### src/rtl/ecap_pkg.sv
// Shared definitions for the capture unit: mode encoding.
package ecap_pkg;
    typedef enum logic [2:0] {
        CM_OFF    = 3'b000,
        CM_BOTH   = 3'b001,
        CM_FALL   = 3'b010,
        CM_RISE   = 3'b011,
        CM_DIV_LO = 3'b100,
        CM_DIV_HI = 3'b101,
        CM_FIRST  = 3'b110,
        CM_FLAG   = 3'b111
    } cap_mode_e;
endpackage

### src/rtl/ecap_edge_qual.sv
// Synchronizes the capture pin, detects edges and decides per mode whether
// an edge stores a stamp or only raises the flag.
// Assumes: the pin is asynchronous; PRE_LO <= PRE_HI; a mode change suppresses
// events for one cycle while the prescale and first-edge state restart.
module ecap_edge_qual
    import ecap_pkg::*;
#(
    parameter int PRE_LO = 4,
    parameter int PRE_HI = 16
) (
    input  logic       clk,
    input  logic       rst_n,
    input  logic       pin,
    input  logic [2:0] mode_raw,
    input  logic       first_rise,
    output logic       store_evt,
    output logic       flag_evt
);
    localparam int PW = $clog2(PRE_HI);

    cap_mode_e       mode, mode_q;
    logic            s1, s2, prev_s;
    logic            rise, fall, mchg, div_mode, armed;
    logic [PW-1:0]   pcnt, lim_m1;

    assign mode = cap_mode_e'(mode_raw);

    // Two-flop synchronizer plus one history flop for edge detection.
    always_ff @(posedge clk) begin
        if (!rst_n) begin
            s1     <= 1'b0;
            s2     <= 1'b0;
            prev_s <= 1'b0;
        end else begin
            s1     <= pin;
            s2     <= s1;
            prev_s <= s2;
        end
    end

    // Remembers the previous mode to spot changes.
    always_ff @(posedge clk) begin
        if (!rst_n) mode_q <= CM_OFF;
        else        mode_q <= mode;
    end

    assign rise = s2 & ~prev_s;
    assign fall = ~s2 & prev_s;
    assign mchg = (mode != mode_q);

    // Prescale limit for the active divide mode.
    always_comb begin
        div_mode = (mode == CM_DIV_LO) || (mode == CM_DIV_HI);
        lim_m1   = (mode == CM_DIV_HI) ? PW'(PRE_HI - 1) : PW'(PRE_LO - 1);
    end

    // Mode-dependent qualification of the detected edges.
    always_comb begin
        store_evt = 1'b0;
        flag_evt  = 1'b0;
        if (!mchg) begin
            case (mode)
                CM_BOTH:   store_evt = rise | fall;
                CM_FALL:   store_evt = fall;
                CM_RISE:   store_evt = rise;
                CM_DIV_LO,
                CM_DIV_HI: store_evt = rise && (pcnt == lim_m1);
                CM_FIRST:  store_evt = armed ? (rise | fall)
                                             : (first_rise ? rise : fall);
                CM_FLAG:   flag_evt  = rise;
                default:   store_evt = 1'b0;
            endcase
        end
    end

    // Prescale counter and first-edge state; both restart on a mode change.
    always_ff @(posedge clk) begin
        if (!rst_n || mchg || mode == CM_OFF) begin
            pcnt  <= '0;
            armed <= 1'b0;
        end else begin
            if (div_mode && rise)
                pcnt <= (pcnt == lim_m1) ? '0 : pcnt + 1'b1;
            if (mode == CM_FIRST && store_evt)
                armed <= 1'b1;
        end
    end

    assert_off_quiet_R11: assert property (@(posedge clk) disable iff (!rst_n)
        (mode == CM_OFF) |-> (!store_evt && !flag_evt));

    assert_prescale_range_R6: assert property (@(posedge clk) disable iff (!rst_n)
        (div_mode && !mchg) |-> (pcnt <= lim_m1));

    assert_armed_by_capture_R5: assert property (@(posedge clk) disable iff (!rst_n)
        $rose(armed) |-> $past(store_evt));

    assert_restart_on_change_R12: assert property (@(posedge clk) disable iff (!rst_n)
        mchg |=> (pcnt == '0 && !armed));
endmodule

### src/rtl/ecap_tbsel.sv
// Forms the captured time stamp from two TW-bit counters.
// Assumes: join takes precedence over sel_hi.
module ecap_tbsel #(
    parameter int TW = 16
) (
    input  logic [TW-1:0]   tmr_lo,
    input  logic [TW-1:0]   tmr_hi,
    input  logic            sel_hi,
    input  logic            join_en,
    output logic [2*TW-1:0] stamp
);
    // Time-base selection: joined, or one counter zero-extended.
    always_comb begin
        if (join_en)     stamp = {tmr_hi, tmr_lo};
        else if (sel_hi) stamp = {{TW{1'b0}}, tmr_hi};
        else             stamp = {{TW{1'b0}}, tmr_lo};
    end
endmodule

### src/rtl/ecap_fifo.sv
// Small stamp store with drop-on-full and a sticky overflow indication.
// Assumes: DEPTH is a power of two (pointers wrap naturally); a push in the
// same cycle as a pop on a full store is accepted.
module ecap_fifo #(
    parameter int DW    = 32,
    parameter int DEPTH = 4
) (
    input  logic          clk,
    input  logic          rst_n,
    input  logic          flush,
    input  logic          push,
    input  logic          pop,
    input  logic [DW-1:0] din,
    output logic [DW-1:0] dout,
    output logic          not_empty,
    output logic          overflow,
    output logic          push_ok,
    output logic [$clog2(DEPTH+1)-1:0] level_nxt
);
    localparam int AW = $clog2(DEPTH);
    localparam int CW = $clog2(DEPTH + 1);

    logic [AW-1:0] wptr, rptr;
    logic [CW-1:0] cnt;
    logic [DW-1:0] slot_q [DEPTH];
    logic          pop_ok, full;

    assign full      = (cnt == CW'(DEPTH));
    assign pop_ok    = pop && (cnt != '0);
    assign push_ok   = push && !flush && (!full || pop_ok);
    assign level_nxt = cnt + CW'(push_ok) - CW'(pop_ok);

    // One storage register per slot, written when the write pointer hits it.
    for (genvar i = 0; i < DEPTH; i++) begin : g_slot
        logic [DW-1:0] q;
        always_ff @(posedge clk) begin
            if (!rst_n)                             q <= '0;
            else if (push_ok && wptr == AW'(i))     q <= din;
        end
        assign slot_q[i] = q;
    end

    // Pointers, fill level and overflow tracking.
    always_ff @(posedge clk) begin
        if (!rst_n || flush) begin
            wptr     <= '0;
            rptr     <= '0;
            cnt      <= '0;
            overflow <= 1'b0;
        end else begin
            if (push_ok) wptr <= wptr + 1'b1;
            if (pop_ok)  rptr <= rptr + 1'b1;
            cnt <= level_nxt;
            if (pop_ok)                      overflow <= 1'b0;
            else if (push && full)           overflow <= 1'b1;
        end
    end

    assign dout      = slot_q[rptr];
    assign not_empty = (cnt != '0);

    assert_level_bound_R8: assert property (@(posedge clk) disable iff (!rst_n)
        cnt <= CW'(DEPTH));

    assert_full_drop_R8: assert property (@(posedge clk) disable iff (!rst_n)
        (push && full && !pop && !flush) |=> (full && overflow));

    assert_empty_pop_ignored_R8: assert property (@(posedge clk) disable iff (!rst_n)
        (pop && !not_empty && !push && !flush) |=> !not_empty);

    assert_flush_empties_R11: assert property (@(posedge clk) disable iff (!rst_n)
        flush |=> (!not_empty && !overflow));
endmodule

### src/rtl/capture_unit.sv
// Top of the timer input capture unit: edge qualification, time-base
// selection, stamp store and sticky interrupt flag.
// Assumes: timer inputs are synchronous to clk; irq_clr loses to a same-cycle set.
module capture_unit
    import ecap_pkg::*;
(
    input  logic        clk,
    input  logic        rst_n,
    input  logic        cap_pin,
    input  logic [2:0]  mode,
    input  logic        first_rise,
    input  logic        tb_sel_b,
    input  logic        tb_join,
    input  logic [1:0]  irq_level,
    input  logic [15:0] tmr_a,
    input  logic [15:0] tmr_b,
    input  logic        rd_pop,
    input  logic        irq_clr,
    output logic [31:0] rd_data,
    output logic        not_empty,
    output logic        overflow,
    output logic        irq_flag
);
    localparam int TW    = 16;
    localparam int DEPTH = 4;
    localparam int CW    = $clog2(DEPTH + 1);

    logic            store_evt, flag_evt, push_ok, flush, irq_set;
    logic [2*TW-1:0] stamp;
    logic [CW-1:0]   level_nxt;

    assign flush = (cap_mode_e'(mode) == CM_OFF);

    ecap_edge_qual #(.PRE_LO(4), .PRE_HI(16)) u_qual (
        .clk(clk), .rst_n(rst_n), .pin(cap_pin), .mode_raw(mode),
        .first_rise(first_rise), .store_evt(store_evt), .flag_evt(flag_evt)
    );

    ecap_tbsel #(.TW(TW)) u_tb (
        .tmr_lo(tmr_a), .tmr_hi(tmr_b), .sel_hi(tb_sel_b),
        .join_en(tb_join), .stamp(stamp)
    );

    ecap_fifo #(.DW(2*TW), .DEPTH(DEPTH)) u_fifo (
        .clk(clk), .rst_n(rst_n), .flush(flush), .push(store_evt),
        .pop(rd_pop), .din(stamp), .dout(rd_data), .not_empty(not_empty),
        .overflow(overflow), .push_ok(push_ok), .level_nxt(level_nxt)
    );

    assign irq_set = flag_evt || (push_ok && level_nxt > CW'(irq_level));

    // Sticky interrupt flag: set wins over a same-cycle clear.
    always_ff @(posedge clk) begin
        if (!rst_n)       irq_flag <= 1'b0;
        else if (irq_set) irq_flag <= 1'b1;
        else if (irq_clr) irq_flag <= 1'b0;
    end

    assert_flag_sticky_R9: assert property (@(posedge clk) disable iff (!rst_n)
        (irq_flag && !irq_clr) |=> irq_flag);

    assert_flag_only_no_store_R10: assert property (@(posedge clk) disable iff (!rst_n)
        (cap_mode_e'(mode) == CM_FLAG) |-> !push_ok);
endmodule

### config.mk
export PLATFORM = sky130hd
export DESIGN_NAME = capture_unit
export DESIGN_NICKNAME = d
export VERILOG_FILES = /design/src/rtl/ecap_pkg.sv /design/src/rtl/ecap_edge_qual.sv /design/src/rtl/ecap_tbsel.sv /design/src/rtl/ecap_fifo.sv /design/src/rtl/capture_unit.sv
export SDC_FILE = /design/constraint.sdc
export NUM_CORES = 1
export LEC_CHECK = 0
export ABC_AREA = 0
export CAP_MARGIN = 15
export CORE_MARGIN = 10
export CORE_UTILIZATION = 51
export CTS_CLUSTER_SIZE = 28
export DETAILED_ROUTE_END_ITERATION = 7
export MAX_ROUTING_LAYER = met4
export PLACE_DENSITY_LB_ADDON = 0.08
export SLEW_MARGIN = 15
export SYNTH_ARGS = -nofsm -noshare
export SYNTH_HDL_FRONTEND = slang
export SYNTH_SLANG_ARGS = --single-unit
export TNS_END_PERCENT = 100
### constraint.sdc
create_clock -name clk -period 3.66 [get_ports clk]
set_input_delay 1.098 -clock clk [delete_from_list [all_inputs] [get_ports clk]]
set_output_delay 1.098 -clock clk [all_outputs]
set_load 0.01 [all_outputs]
==> results.py <==
metrics = {
    "layout": {
        "layout_common_cells": "173 x nand2_1, 146 x dfxtp_1, 131 x mux2i_1",
        "multi_input_area_um2": 3610,
        "fin_nets": 786,
        "diodes": 0,
        "instances_no_fill": 918,
        "drive_gt1_share_pct": 16.7,
        "area_delta_synth_final_pct": 24.5,
        "mostFrequentLayoutCell": "nand2_1",
        "regArea_um2": 2970,
        "fillCellCount": 1097,
    },
    "placed_design": {
        "placedCellCount": 886,
        "io_buffers": 79,
        "place_ws_ps": -500,
        "gp_congestion": 0.815,
        "hpwl_um": 11500,
    },
    "route": {
        "ant_nets": 0,
        "wire_per_inst_um": 18.2,
        "drt_iter0_drc": 270,
        "drc": 0,
        "avgViaCountPerCell": 5.44,
        "routed_wl_um": 16800,
        "firstDrtPassIters": 5,
        "num_vias": 4996,
    },
    "worst_setup_path": {
        "start_kind": "primary input",
        "required_ps": 3970,
        "path_class": "in2reg",
        "arrival_ps": 3800,
        "end_kind": "flip-flop",
        "reg2reg_depth": 14,
        "r2r_slack_ps": 680,
        "reg2reg_to": "irq_flag$_SDFFE_PN0P_",
        "path_max_fanout": 2,
        "timing.rr.start": "u_qual.prev_s$_SDFF_PN0_",
    },
    "cts": {
        "cts_sinks": 148,
        "cts-buffers-inserted": 17,
        "clk_latency_ps": 420,
        "cts_buffer_depth": 2,
        "cts_tree": "done",
        "cts_root_buf": "clkbuf_16",
        "post_cts_buffers": 0,
        "htreeDepth": 4,
        "cts.clk_slew.worst_paths_ps": 60,
        "cts_hold_buf": 0,
    },
    "die": {
        "die_w_um": 136,
        "ioPinCount": 80,
        "start_util_pct": 52.0,
        "coreArea_um2": 13200,
        "die-area_um2": 18600,
        "rows": 42,
        "die_h_um": 136,
    },
    "outcome": {
        "status": "completed",
    },
    "synth": {
        "syn_area_per_cell_um2": 10.6,
        "yosysSeqAreaShare_pct": 43.0,
        "syn_area_um2": 6890,
        "yosysWarnings": 0,
        "synth_cell_types": 43,
        "synth_edf_count": 0,
        "yosysTopAreaCellShare_pct": 43.0,
        "yosysTopAreaCell": "dfxtp_1",
        "synth_area_leaders": "dfxtp_1 43%, mux2i_1 19%, mux4_2 10%, nand2_1 9.4%, mux2_2 2.6%",
        "syn-instance-count": 649,
        "synthesis.nets": 706,
        "async_flop_share_pct": 0,
        "ys.flop_type": "dfxtp_1",
        "synth_seq_cells": 148,
    },
    "grt": {
        "grt_pass1_wl_um": 27100,
        "grt-ovfl-total": 0,
        "grt_pass1_vias": 5256,
        "grt_max_degree": 68,
        "track_usage_pct": 19.2,
        "antenna_found_initial": 0,
    },
    "sta": {
        "worst-slew-pin-transition_ps": 658,
        "hold_violations": 0,
        "clock_skew_ps": 7.33,
        "tns_ps": 0,
        "setup_viol": 0,
        "timing.final.crit_share_pct": 95.6,
        "drv_slew": 0,
        "fmax_mhz": 286,
        "rsz0062_at_grt": "false",
        "relSlewSlack_pct": 56.1,
        "setup_ws_ps": 163,
        "whs_ps": 436,
        "layout_min_cycle_time_ps": 3500,
    },
    "worst_hold_path": {
        "min_path_type": "reg2reg",
        "min_from": "u_qual.s1$_SDFF_PN0_",
        "hold-path-cell-count": 1,
        "whs_endpoint": "u_qual.s2$_SDFF_PN0_",
    },
    "pwr": {
        "powerDensity_nw_per_um2": 475,
        "ir_drop_mv": 0.442,
        "total_power_mw": 4.07,
        "leakage_nw": 3.92,
    },
    "flow_run": {
        "max-cap-violations": 0,
    },
}
==> cells by family (layout without fill, tap and decap cells) <==
group	count (synthesis)	after routing	share of synthesized area, %
buf+inv	59	152	4.76
mux	179	179	32.1
fa+ha+maj	12	12	2.29
flops	148	148	43.0
compound gates	25	25	2.58
simple gates	221	221	14.6
xor+xnor	5	5	0.636
==> power by group <==
part	leakage [nW]	total [mW]	internal [mW]	switching (mW)
clock	0.307	1.93	1.25	0.677
combinational	2.42	0.498	0.241	0.257
sequential	1.19	1.65	1.63	0.0174
==> registers in the layout (all words and copies together) (netlist names), 2 cells and up <==
| signal | cells |
|---|---|
| u_fifo.g_slot.q | 128 |
| u_fifo.wptr | 2 |
| u_fifo.cnt | 3 |
| u_fifo.rptr | 2 |
| u_qual.pcnt | 4 |
| u_qual.mode_q | 3 |
==> area by class of cell <==
type	count	area share, %
inverter	13	0.569
timing repair buffer	107	12.6
sequential	148	34.6
multi-input combinational	442	42.1
clock inverter	11	2.30
clock buffer	21	5.37
tap	176	2.57
==> cells in the mapped netlist, types with 2 or more instances <==
cell	n
mux2_2	16
nand2b_1	2
buf_2	4
nor2b_1	3
and2_1	11
and4bb_2	3
a21oi_1	9
xnor2_1	3
xor2_1	2
clkbuf_1	24
inv_1	13
nand3_4	4
nand4_1	2
nor3_1	3
nand3_1	3
mux4_2	32
buf_6	13
buf_1	4
or3_1	2
mux2i_1	131
o31ai_1	2
o21ai_0	3
dfxtp_1	148
nand2_1	173
a211oi_1	2
nor2_1	10
ha_1	11
==> routing by layer <==
layer	GRT usage, %	part of all wire (%)	vias to the layer above
li1	-	-	2408
met1	23.2	45	2462
met2	30.9	49	103
met3	4.35	4.4	23
met4	6.45	1.5	0
met5	-	0	-
==> worst max-delay path, stage by stage <==
cell and delay [ps]:
clkdlybuf4s50_1 470, mux2i_1 190, a211oi_1 110, a221o_1 320, and2_4 150, ha_1 200, fa_1 460, ha_1 310
nor2b_1 140, o21ai_1 110, nand2_1 60, a31oi_1 140, nor2b_1 70
==> stage by stage <==
step,area [µm²],util (%)
2_1_floorplan,6900,-
3_3_place_gp,7910,59.8
3_5_place_dp,7910,59.8
4_1_cts,8570,64.7
5_1_grt,8580,64.8
6_report,8580,64.8
==> worst max path at each step <==
stage,cells after the start,startpoint,to
after floorplan,13,mode[2],irq_flag$_SDFFE_PN0P_
after global placement,14,mode[0],irq_flag$_SDFFE_PN0P_
after detailed placement,14,mode[0],irq_flag$_SDFFE_PN0P_
after CTS,14,mode[1],irq_flag$_SDFFE_PN0P_
after global routing,13,first_rise,irq_flag$_SDFFE_PN0P_
final,13,first_rise,irq_flag$_SDFFE_PN0P_
==> timing repair <==
action	in CTS	in global routing
endpoints found under the setup margin	1	1
endpoints found under the hold margin	0	0
resized for setup	2	3
pin swaps	0	2
gates cloned	0	0
Note: power is estimated with default switching activity, not from simulation.
